<file path="src/rtl/ddr_spi_slave.sv">
module ddr_spi_slave #(
  parameter int W = 16
) (
  input  logic         clk,
  input  logic         rst_n,
  input  logic         cs_n,
  input  logic         sclk,
  input  logic         mosi,
  input  logic [W-1:0] resp_a,
  input  logic [W-1:0] resp_b,
  output logic         miso,
  output logic [W-1:0] cmd_word,
  output logic         cmd_valid,
  output logic         frame_err
);
  localparam int CW = $clog2(W + 2);
  localparam logic [CW-1:0] CMAX = '1;
  localparam logic [CW-1:0] CFULL = CW'(W);

  logic          cs_q, sclk_q, frame_on, sel_b;
  logic          a_bit, b_bit;
  logic [W-1:0]  sh_a, sh_b, cmd_sr;
  logic [CW-1:0] n_rise;

  wire cs_fall = cs_q & ~cs_n;
  wire cs_rise = ~cs_q & cs_n;
  wire in_frm  = ~cs_q & ~cs_n;
  wire s_rise  = in_frm & sclk & ~sclk_q;
  wire s_fall  = in_frm & ~sclk & sclk_q;

  always_ff @(posedge clk or negedge rst_n)
    if (!rst_n) begin
      cs_q   <= 1'b1;
      sclk_q <= 1'b0;
    end else begin
      cs_q   <= cs_n;
      sclk_q <= sclk;
    end

  always_ff @(posedge clk or negedge rst_n)
    if (!rst_n) begin
      frame_on <= 1'b0;
      sel_b    <= 1'b0;
      a_bit    <= 1'b0;
      b_bit    <= 1'b0;
      sh_a     <= '0;
      sh_b     <= '0;
    end else if (cs_fall) begin
      frame_on <= 1'b1;
      sel_b    <= 1'b0;
      a_bit    <= 1'b0;
      sh_a     <= resp_a;
      sh_b     <= resp_b;
    end else if (cs_rise) begin
      frame_on <= 1'b0;
    end else if (s_rise) begin
      a_bit <= sh_a[W-1];
      sh_a  <= {sh_a[W-2:0], 1'b0};
      sel_b <= 1'b0;
    end else if (s_fall) begin
      b_bit <= sh_b[W-1];
      sh_b  <= {sh_b[W-2:0], 1'b0};
      sel_b <= 1'b1;
    end

  always_ff @(posedge clk or negedge rst_n)
    if (!rst_n) begin
      cmd_sr <= '0;
      n_rise <= '0;
    end else if (cs_fall) begin
      n_rise <= '0;
    end else if (s_rise) begin
      cmd_sr <= {cmd_sr[W-2:0], mosi};
      if (n_rise != CMAX) n_rise <= n_rise + 1'b1;
    end

  always_ff @(posedge clk or negedge rst_n)
    if (!rst_n) begin
      cmd_word  <= '0;
      cmd_valid <= 1'b0;
      frame_err <= 1'b0;
    end else begin
      cmd_valid <= cs_rise & (n_rise == CFULL);
      frame_err <= cs_rise & (n_rise != CFULL);
      if (cs_rise && n_rise == CFULL) cmd_word <= cmd_sr;
    end

  assign miso = frame_on & (sel_b ? b_bit : a_bit);
endmodule

</file>
<file path="config.mk">
export PLATFORM = sky130hd
export DESIGN_NAME = ddr_spi_slave
export DESIGN_NICKNAME = d
export VERILOG_FILES = /design/src/rtl/ddr_spi_slave.sv
export SDC_FILE = /design/constraint.sdc
export NUM_CORES = 1
export LEC_CHECK = 0
export ABC_AREA = 1
export BUFFER_PORTS_ARGS = -buffer_cell sky130_fd_sc_hd__buf_4
export CORE_MARGIN = 10
export CORE_UTILIZATION = 39
export CTS_BUF_LIST = sky130_fd_sc_hd__clkbuf_8 sky130_fd_sc_hd__clkbuf_16
export DETAILED_ROUTE_END_ITERATION = 10
export SLEW_MARGIN = 10
export SYNTH_ARGS = -nofsm -noshare
export SYNTH_HDL_FRONTEND = slang
export SYNTH_SLANG_ARGS = --single-unit
</file>
<file path="constraint.sdc">
create_clock -name clk -period 2.3 [get_ports clk]
set_input_delay 0 -clock clk [delete_from_list [all_inputs] [get_ports clk]]
set_output_delay 0 -clock clk [all_outputs]
set_load 0.005 [all_outputs]
</file>
### Word level (Yosys, flattened, before mapping)

Index checks and enable logic that the tools add are counted.

| word-level totals | value |
|---|---|
| bits in registers | 77 |
| input bits | 37 |
| output and inout bits | 19 |
| word-level logic and storage cells | 68 |

| operators by class | value |
|---|---|
| $add $sub $neg | 1 |
| equal/unequal tests | 5 |
| multiplexer cells | 20 |
| bitwise operators | 17 |
| reductions and logical operators | 12 |

Operator list:

| operator | number |
|---|---|
| $mux W16 | 7 |
| $mux W5 | 3 |
| $and A1 B1 Y1 | 10 |
| $mux W1 | 10 |
| $ne A5 B5 Y1 const B | 2 |
| $reduce_and A2 Y1 | 4 |
| $reduce_bool A2 Y1 | 4 |
| $not A1 Y1 | 7 |
| $add A5 B1 Y5 const B | 1 |
| $eq A5 B5 Y1 const B | 1 |
| $ne A2 B2 Y1 const B | 2 |
| $reduce_and A4 Y1 | 1 |
| $reduce_and A3 Y1 | 1 |
| $reduce_bool A3 Y1 | 1 |
| $logic_and A1 B1 Y1 | 1 |

### Depth between registers and ports, before layout

Gate-level depths: netlist (run 1).

| depth | value |
|---|---|
| depth after elaboration | 8 |
| gate-level depth with buffers | 8 |

### Least setup slack after synthesis (run 1)

Ideal clock, no wire load.

| timing path | value |
|---|---|
| path kind | flip-flop to flip-flop |
| start point | register cs_q |
| end point | register sh_b[10] |
| setup time | 0.126 ns |
| arrival | 1.279 ns |
| slack | 0.895 ns |
| cell stages (with the launch flop) | 8 |
| clock period less this slack | 1.405 ns |
| cell sequence | dfstp_2 > inv_1 > ha_1 > nor2_1 > nand3_1 > nand2_2 > buf_4 > o21ai_0 |

| on the way | value |
|---|---|
| longest elaborated chain between the ends | 6 |

RTL lines:

| item | RTL line | source |
|---|---|---|
| from (decl) | 20 | `logic cs_q, sclk_q, frame_on, sel_b;` |
| from (signal assigned) | 36 | `cs_q <= cs_n;` |
| $not A1 Y1 | 26, 27 |  |
| $and A1 B1 Y1 | 27 | `wire in_frm = ~cs_q & ~cs_n;` |
| $and A1 B1 Y1 (on tied branches) (2 in a row) | 28, 29 |  |
| $ne A2 B2 Y1 (no line) or $reduce_bool A2 Y1 (tied branches) | -- |  |
| $reduce_and A3 Y1 (no line) | -- |  |
| to (signal assigned) | 53 | `sh_b <= resp_b;` |
| to (signal assigned) | 62 | `sh_b <= {sh_b[W-2:0], 1'b0};` |
| to (decl) | 22 | `logic [W-1:0] sh_a, sh_b, cmd_sr;` |

Several ways; a longest one is shown, not always the timed one.
A chain may end at the register's enable or synchronous reset.

### Final worst setup path (run 1)

| timing path | value |
|---|---|
| start point | register cs_q |
| end point | register cmd_sr[13] |

RTL lines:

| item | RTL line | source |
|---|---|---|
| $and A1 B1 Y1 | 25 | `wire cs_fall = cs_q & ~cs_n;` |
| via cs_fall | 25 |  |
| $not A1 Y1 (no line) | -- |  |
| $reduce_and A2 Y1 (no line) | -- |  |
| to (signal assigned) | 73 | `cmd_sr <= {cmd_sr[W-2:0], mosi};` |
| to (decl) | 22 |  |

The timed path passes the listed nets, and every way through them passes these cells.

==> reports/metrics.yaml, run 1 <==
synth:
  yosysTopAreaCell: "dfrtp_1"
  avgSynthCellArea_um2: 9.01
  synth_top_area_share_pct: 55.0
  synth.top_cells.by_count: "nand2_1, dfrtp_1, o21ai_0"
  synth_edf_count: 0
  synth_area_um2: 3460
  ys_ff_latch: 77
  synth-async-reset-ratio_pct: 100
  syn-instance-count: 384
  yosysUniqueCellTypes: 25
  synth_fp_nets: 427
  yosysSeqAreaShare_pct: 55.7
  yosys_warnings: 0
  synth_most_common_cell: "nand2_1"
  synth-main-ff-cell: "dfrtp_1"
  ys_top_cells_by_area: "dfrtp_1, nand2_1, o21ai_0"
setup_path:
  cp_cell_sequence: "ha_1 > inv_2 > nand2_2 > nand2_1 > o21ai_1"
  critPathSlowestCell: "dfstp_2"
  crit_path_max_fanout: 32
  worstSetupStartpointType: "flop"
  end_kind: "flop"
  cp.required_ns: 2.56
  crit_family: "simple AND/OR/NAND/NOR gates"
  slowest_delay_ns: 0.53
  crit_buf_inv: 1
  cp.arrival_ns: 2.16
  path_class: "flop to flop"
timing:
  rsz0062_at_grt: "false"
  setup_violations: 0
  min_period_ns: 1.90
  fmax_ghz: 0.527
  finalSetupTns_ns: 0
  final-hold-violation-count: 0
  tightest_slew_ns: 0.967
  slew-limit-headroom_pct: 35.5
  period_share_pct: 82.5
  slew_viol_final: 0
  clock_skew_ns: 0.0106
die:
  num_rows: 34
  die_x_um: 114
  die_h_um: 114
  ios: 56
  dieArea_um2: 13000
  coreArea_um2: 8680
  start_util_pct: 39.9
power:
  pwr-share-clk_pct: 31.6
  seqPwrFrac_pct: 50.8
  p_sw_w: 0.000908
  internal_power_w: 0.00232
  combPwrFrac_pct: 17.6
  ir_drop_uv: 306
  power_density_nw_per_um2: 731
  leakage_nw: 2.10
  switching_share_pct: 28.1
clock_tree:
  cts-buffers-inserted: 9
  cts_resized: 0
  cts_tree: "built"
  clk_pin_slew_ns: 0.08
  clock_latency_ns: 0.35
  cts.path.max_buffers: 2
  htreeDepth: 3
  numClockSinks: 77
  root_buffer: "clkbuf_8"
route:
  ant_nets: 0
  route.vias.total: 2709
  wl_mm: 7.10
  drt_iter0_drc: 182
  drc: 0
  wl_per_cell_um: 12.3
  viasPerCell: 4.69
  drtPass1Iterations: 4
global_route:
  grt_pass1_vias: 2783
  grt_max_degree: 78
  gr-total-overflow: 0
  antenna_found_initial: 0
  grtUsageTotal_pct: 11.8
  grt_pass1_wl_mm: 12.7
layout:
  area_growth_pct: 27.6
  drive_above_1_share_pct: 23.6
  final_nets: 508
  final_cell_area_um2: 4410
  antenna_cells: 0
place:
  place_hpwl_mm: 4.60
  gp_congestion: 0.737
  io_buffers: 55
  placed_area_um2: 3880
job:
  cap_violations: 0
worst_hold_path:
  hp-class: "primary input to flop"
outcome:
  run_status: "finished clean"
## cell usage in the layout, fill, tap and decap left out
cell / instances
nand3_1: 7
clkinv_4: 3
nand3_2: 1
clkinv_2: 1
dlygate4sd3_1: 33
o21ai_0: 59
nor3_1: 1
nand2_2: 3
nand2_4: 1
inv_1: 39
dfstp_2: 1
a21oi_1: 4
bufinv_16: 1
nand4_1: 1
o21ai_1: 27
clkinvlp_4: 2
dfrtp_1: 76
or2_2: 16
o21ai_4: 1
ha_1: 6
nor2_2: 1
nor2_1: 6
nand2_1: 100
clkbuf_8: 9
o21ai_2: 13
inv_2: 2
buf_4: 56
## worst paths after layout
| path | start | end | slack, ns | cells past startpoint |
|---|---|---|---|---|
| setup reg to reg | cs_q$_DFF_PN1_ | cmd_sr[13]$_DFFE_PN0P_ | 0.40 | 5 |
| hold / removal | resp_a[9] | sh_a[9]$_DFFE_PN0P_ | 0.008 | 3 |
| hold reg to reg | sh_a[2]$_DFFE_PN0P_ | sh_a[2]$_DFFE_PN0P_ | 0.48 | 2 |
| max in group asynchronous | rst_n | sh_a[7]$_DFFE_PN0P_ | 1.32 | 2 |
| setup / recovery | cs_q$_DFF_PN1_ | cmd_sr[13]$_DFFE_PN0P_ | 0.40 | 5 |
| min in group asynchronous | rst_n | cmd_word[9]$_DFFE_PN0P_ | 0.31 | 2 |
## worst reg2reg max path, delay by kind of cell, from the launching register on
kind,cells,cell delay (ns)
flip-flops,1,0.53
buffers and inverters,1,0.25
AO/OA/AOI/OAI,1,0.10
AND/OR/NAND/NOR,2,0.60
adder cells (fa/ha/maj),1,0.33
## final cells by class
cell class | count | area, um2
tap | 108 | 135
timing repair buffer | 89 | 751
clock inverter | 7 | 76.3
fill | 840 | 4260
multi-input combinational | 247 | 1250
inverter | 41 | 154
clock buffer | 9 | 124
sequential | 77 | 1930
## power by group through the flow
| stage | Combinational, W | Sequential (W) | Clock [W] |
|---|---|---|---|
| finish | 0.000567 | 0.00164 | 0.00102 |
| global route | 0.000666 | 0.00167 | 0.00113 |
| CTS | 0.000581 | 0.00164 | 0.00106 |
| detailed placement | 0.000531 | 0.00166 | 0 |
| global placement | 0.000519 | 0.00166 | 0 |
| floorplan | 0.000399 | 0.00164 | 0 |
## timing repair
| item | in CTS | in global routing |
|---|---|---|
| endpoints found under the setup margin | 0 | 0 |
| hold buffers | 33 | 0 |
| setup buffers | 0 | 0 |
| hold endpoints to repair | 109 | 0 |
## routing by layer
layer	track usage, %	wire, um	up-vias
met1	14.3	3210	1265
met3	3.93	360	8
met5	0	0	-
met2	19.1	3450	44
li1	-	-	1392
met4	4.01	80	0
## through the flow
step                power (W)  cells  hold WS [ns]  util (%)  setup WS (ns)
floorplan             0.00204    384        -0.296         -          0.895
global placement      0.00218    529         0.137      44.8          0.444
detailed placement    0.00220    529         0.136      44.8          0.389
CTS                   0.00327    578       0.00338      50.9          0.365
global route          0.00346    578        0.0195      50.9          0.114
finish                0.00323    578       0.00775      50.9          0.403
## cell families (layout without fill, tap and decap cells)
group / after synthesis / after routing / share of synthesized area [%]
AO/OA/AOI/OAI: 104 / 104 / 16.8
AND/OR/NAND/NOR: 137 / 137 / 17.1
flip-flops: 77 / 77 / 55.7
buffers and inverters: 60 / 146 / 8.25
adder cells (fa/ha/maj): 6 / 6 / 2.17
## state kept, by name, summed over array words and instances (netlist names)
name	flops
cs_q	1
b_bit	1
sclk_q	1
sh_b	16
frame_err	1
cmd_word	16
sel_b	1
a_bit	1
sh_a	16
cmd_valid	1
n_rise	5
frame_on	1
cmd_sr	16
Power figures use the tool's default switching activity.
==> inputs of run 2 (changes only) <==
Settings changed: ABC_AREA 1 to 0.
Clock period 2.3 ns to 1.52 ns, I/O delays scaled along.
==> reports/metrics.yaml, run 2 <==
die:
  die_h_um: 114
  ios: 56
  start_util_pct: 40.0
  num_rows: 34
  dieArea_um2: 13100
  die_x_um: 114
  coreArea_um2: 8680
layout:
  drive_above_1_share_pct: 62.5
  utilization_pct: 63.1
  final_common_cell: "mux2_4"
  antenna_cells: 0
  area_growth_pct: 57.8
  final_cell_mix: "mux2_4, dfrtp_1, buf_4"
  final_nets: 413
setup_path:
  cp_cell_sequence: "ha_2 > and3_4 > ha_4 > and4bb_2 > nand4_1 > mux2_1"
  path_class: "flop to flop"
  crit_buf_inv: 0
  worstSetupStartpointType: "flop"
  end_kind: "flop"
  cp.arrival_ns: 1.98
  r2r_slack_ns: -0.23
  cp.required_ns: 1.75
  critPathSlowestCell: "dfrtp_1"
  crit_family: "simple AND/OR/NAND/NOR gates"
  crit_path_max_fanout: 4
  slowest_delay_ns: 0.39
synth:
  avgSynthCellArea_um2: 14.5
  synth_xor_area_share_pct: 0.252
  synth_fp_nets: 282
  yosys_warnings: 0
  synth_edf_count: 0
  ys_top_cells_by_area: "dfrtp_1, mux2_2, ha_1"
  synth_top_family_by_area: "multiplexers"
  synth_most_common_cell: "mux2_2"
  yosysUniqueCellTypes: 33
  synth_area_um2: 3470
  syn-instance-count: 239
  ys_ff_latch: 77
  synth_compound_gate_area_share_pct: 2.74
  yosys.area_share.adder_pct: 2.16
  yosysSeqAreaShare_pct: 55.5
  yosys.area_share.simple_pct: 4.90
  synth_top_area_share_pct: 54.8
  synth.top_cells.by_count: "mux2_2, dfrtp_1, inv_1"
  synth-main-ff-cell: "dfrtp_1"
  synthMuxAreaShare_pct: 31.0
  synth-async-reset-ratio_pct: 100
  yosysTopAreaCell: "dfrtp_1"
power:
  pwr-share-clk_pct: 26.9
  power_density_nw_per_um2: 1110
  ir_drop_uv: 654
  p_total_w: 0.00609
  combPwrFrac_pct: 27.6
  internal_power_w: 0.00464
  seqPwrFrac_pct: 45.5
  leakage_nw: 2.67
  p_sw_w: 0.00145
  switching_share_pct: 23.9
outcome:
  run_status: "complete, but fails checks"
  violations: "negative setup slack"
job:
  cap_violations: 0
route:
  wl_mm: 8.27
  drt_iter0_drc: 52
  route.vias.total: 2340
  ant_nets: 0
  drc: 0
  viasPerCell: 4.86
  drtPass1Iterations: 4
  wl_per_cell_um: 17.2
timing:
  slew_viol_final: 0
  clock_skew_ns: 0.00890
  min_period_ns: 1.75
  final-hold-violation-count: 0
  tightest_slew_ns: 0.366
  period_share_pct: 115
  timing.final.ws_setup_ns: -0.229
  setup_violations: 69
  rsz0062_at_grt: "true"
  fmax_ghz: 0.572
  finalSetupTns_ns: -9.76
  slew-limit-headroom_pct: 75.6
clock_tree:
  cts-buffers-inserted: 9
  htreeDepth: 3
  root_buffer: "clkbuf_8"
  numClockSinks: 77
  clk_pin_slew_ns: 0.08
  cts.path.max_buffers: 2
  clock_latency_ns: 0.35
  cts_tree: "built"
global_route:
  grtUsageTotal_pct: 13.0
  use_met1_pct: 16.5
  antenna_found_initial: 0
  grt_busiest_layer: "met2"
  use_met3_pct: 5.03
  grt_use_met2_pct: 20.4
  grt_pass1_vias: 2620
  grt_max_degree: 37
  gr-total-overflow: 0
  grt_pass1_wl_mm: 13.7
worst_hold_path:
  hp-class: "primary input to flop"
place:
  io_buffers: 55
  place_hpwl_mm: 4.78
  gp_congestion: 0.698
## run 2: cell count changes in the layout (fill, tap and decap cells not counted), sizes merged, moves of 4 or more
cell	previous run	this run
o21ai	100	4
inv	41	10
or2	16	0
mux2	0	93
nand2	104	7
buf	56	96
nor2b	0	4
nand3	8	0
## run 2: worst register-to-register path, stage by stage, from the launching register on
cell	delay [ns]
dfrtp_1	0.39
ha_2	0.18
and3_4	0.15
ha_4	0.14
and4bb_2	0.33
nand4_1	0.11
mux2_1	0.32
## run 2: logic make-up after synthesis
| logic type | after synthesis |
|---|---|
| muxes | 96 |
| DFF | 77 |
| and+or+nand+nor | 26 |
| buffers and inverters | 21 |
| AOI/OAI and AO/OA | 12 |
| adders and majority gates | 6 |
| xor gates and xnor gates | 1 |
## run 2: layout make-up
| class | instances | area, um2 |
|---|---|---|
| clock buffers | 9 | 124 |
| clock inverters | 5 | 77.6 |
| well taps | 108 | 135 |
| fillers | 670 | 3200 |
| flip-flops and latches | 77 | 1930 |
| multi-input cells | 143 | 1870 |
| inverters | 10 | 50.0 |
| repair buffers | 129 | 1290 |
## run 2: final timing paths
check                      depth (start not counted)               endpoint             startpoint
max                                                6  n_rise[3]$_DFFE_PN0P_  n_rise[0]$_DFFE_PN0P_
min                                                3   sh_a[11]$_DFFE_PN0P_             resp_a[11]
max reg2reg                                        6  n_rise[3]$_DFFE_PN0P_  n_rise[0]$_DFFE_PN0P_
min reg2reg                                        1   sh_a[14]$_DFFE_PN0P_   sh_a[14]$_DFFE_PN0P_
max in group asynchronous                          3  n_rise[4]$_DFFE_PN0P_                  rst_n
min in group asynchronous                          2    sh_b[4]$_DFFE_PN0P_                  rst_n
## run 2: what timing repair did
item                                   in CTS  in global routing
endpoints found under the hold margin     106                  1
setup endpoints to repair                  69                 73
gates cloned                                6                  2
setup buffers                              11                  5
pin swaps                                   1                  8
resized for setup                          33                 60
hold buffers                               29                  1
## run 2: power by group through the flow
stage / Clock [W] / Combinational, W / Sequential, W
6_report: 0.00164 / 0.00168 / 0.00277
5_1_grt: 0.00179 / 0.00181 / 0.00283
4_1_cts: 0.00169 / 0.00152 / 0.00276
3_5_place_dp: 0 / 0.00128 / 0.00278
3_3_place_gp: 0 / 0.00124 / 0.00278
2_1_floorplan: 0 / 0.000992 / 0.00271
## run 2: metrics by stage
step / area [um2] / std cells / worst slack (ns) / hold slack (ns)
2_1_floorplan: 3690 / 239 / -0.220 / -0.296
3_3_place_gp: 4380 / 416 / -0.151 / -0.0616
3_5_place_dp: 4380 / 416 / -0.223 / -0.0589
4_1_cts: 5240 / 476 / -0.224 / 0.000228
5_1_grt: 5480 / 481 / -0.317 / 0.00559
6_report: 5480 / 481 / -0.229 / 0.0138
## run 2: routing by layer
metal  vias to the layer above  part of all wire, %
met5                         -                    0
met4                         0                 0.52
met3                         5                  4.2
met2                        44                   48
met1                      1188                   47
li1                       1103                    -
==> inputs of run 3 (changes only) <==
Settings changed: CORE_ASPECT_RATIO set to 0.75.
==> reports/metrics.yaml, run 3 (synthesis results as in run 2) <==
route:
  drt_iter0_drc: 90
  route.vias.total: 2180
  drtPass1Iterations: 2
  ant_nets: 0
  wl_mm: 7.55
  viasPerCell: 4.84
  wl_per_cell_um: 16.8
  drc: 0
setup_path:
  cp_cell_sequence: "ha_4 > inv_6 > a21oi_4 > clkbuf_16 > mux2_4"
  cp.required_ns: 1.73
  worstSetupStartpointType: "flop"
  crit_family: "flip-flops"
  slowest_delay_ns: 0.55
  end_kind: "flop"
  crit_path_max_fanout: 8
  path_class: "flop to flop"
  cp.arrival_ns: 1.95
  critPathSlowestCell: "dfstp_2"
  crit_buf_inv: 2
clock_tree:
  htreeDepth: 3
  root_buffer: "clkbuf_16"
  cts_tree: "built"
  cts-buffers-inserted: 9
  clk_pin_slew_ns: 0.06
  cts.path.max_buffers: 2
  numClockSinks: 77
  clock_latency_ns: 0.33
timing:
  period_share_pct: 114
  timing.final.ws_setup_ns: -0.212
  clock_skew_ns: 0.00604
  rsz0062_at_grt: "true"
  slew-limit-headroom_pct: 70.9
  min_period_ns: 1.73
  fmax_ghz: 0.577
  tightest_slew_ns: 0.436
  setup_violations: 68
  final-hold-violation-count: 0
  slew_viol_final: 0
  finalSetupTns_ns: -8.70
worst_hold_path:
  hp-class: "primary input to flop"
global_route:
  grt_pass1_vias: 2322
  grt_max_degree: 33
  antenna_found_initial: 0
  grtUsageTotal_pct: 11.3
  gr-total-overflow: 0
  grt_pass1_wl_mm: 11.7
die:
  num_rows: 29
  start_util_pct: 40.6
  die_h_um: 102
  ios: 56
  coreArea_um2: 8560
  die_x_um: 129
  dieArea_um2: 13100
layout:
  area_growth_pct: 46.8
  final_cell_area_um2: 5100
  drive_above_1_share_pct: 65.2
  final_cell_mix: "dfrtp_1, buf_4, mux2_4"
  final_nets: 380
  antenna_cells: 0
  utilization_pct: 59.5
  stdcell_count: 450
  nFillCells: 679
place:
  dp_cells: 415
  io_buffers: 55
  place_hpwl_mm: 4.75
  gp_congestion: 0.733
  placed_area_um2: 4380
power:
  leakage_nw: 2.51
  power_density_nw_per_um2: 1290
  ir_drop_uv: 605
outcome:
  violations: "negative setup slack"
  run_status: "complete, but fails checks"
job:
  cap_violations: 0
-- run 3: stage by stage --
stage / hold WS [ns] / setup WS (ns) / power, W
after CTS: 0.00762 / -0.194 / 0.00650
after global placement: -0.0157 / -0.168 / 0.00402
final: 0.0197 / -0.212 / 0.00656
after detailed placement: -0.0213 / -0.201 / 0.00405
after floorplan: -0.296 / -0.220 / 0.00370
after global routing: 0.0117 / -0.268 / 0.00688
-- run 3: final timing paths --
| kind | start | endpoint | slack (ns) | cells after the start |
|---|---|---|---|---|
| max in group asynchronous | rst_n | n_rise[2]$_DFFE_PN0P_ | 0.83 | 3 |
| worst min-delay path | resp_b[11] | sh_b[11]$_DFFE_PN0P_ | 0.02 | 3 |
| worst max-delay path | cs_q$_DFF_PN1_ | sh_a[2]$_DFFE_PN0P_ | -0.21 | 5 |
| min in group asynchronous | rst_n | sh_a[6]$_DFFE_PN0P_ | 0.15 | 2 |
| worst max register to register | cs_q$_DFF_PN1_ | sh_a[2]$_DFFE_PN0P_ | -0.21 | 5 |
| worst min register to register | cmd_word[3]$_DFFE_PN0P_ | cmd_word[3]$_DFFE_PN0P_ | 0.51 | 1 |
-- run 3: worst register-to-register path: cells and delay by family, from the launching register on --
family | cells | cell delay [ns]
buffers and inverters | 2 | 0.28
flip-flops | 1 | 0.55
multiplexers | 1 | 0.30
AO/OA/AOI/OAI | 1 | 0.23
adder cells (fa/ha/maj) | 1 | 0.25
-- run 3: what timing repair did --
action / CTS / global route
hold buffers: 6 / 0
resized for setup: 18 / 23
setup endpoints to repair: 68 / 71
pin swaps: 1 / 4
hold endpoints to repair: 62 / 0
setup buffers: 3 / 6
cloned: 2 / 4
-- run 3: report_power, final --
part | switching [W] | internal, W
logic | 0.000409 | 0.00107
clock network | 0.000794 | 0.00151
registers | 0.000261 | 0.00251
-- run 3: per-layer routing --
layer	GRT usage (%)	share of wire, %	vias to the layer above
li1	-	-	1050
met1	14.4	48	1088
met2	17.0	46	33
met3	4.44	5.1	9
met4	4.45	1.3	0
met5	0	0	-
-- run 3: final cells by class --
| cell class | instances | area [um2] | share of cell area [%] |
|---|---|---|---|
| Multi-Input combinational cell | 143 | 1760 | 34.6 |
| Clock inverter | 5 | 75.1 | 1.47 |
| Sequential cell | 77 | 1930 | 37.8 |
| Tap cell | 108 | 135 | 2.65 |
| Clock buffer | 11 | 253 | 4.96 |
| Timing Repair Buffer | 96 | 903 | 17.7 |
| Inverter | 10 | 42.5 | 0.834 |
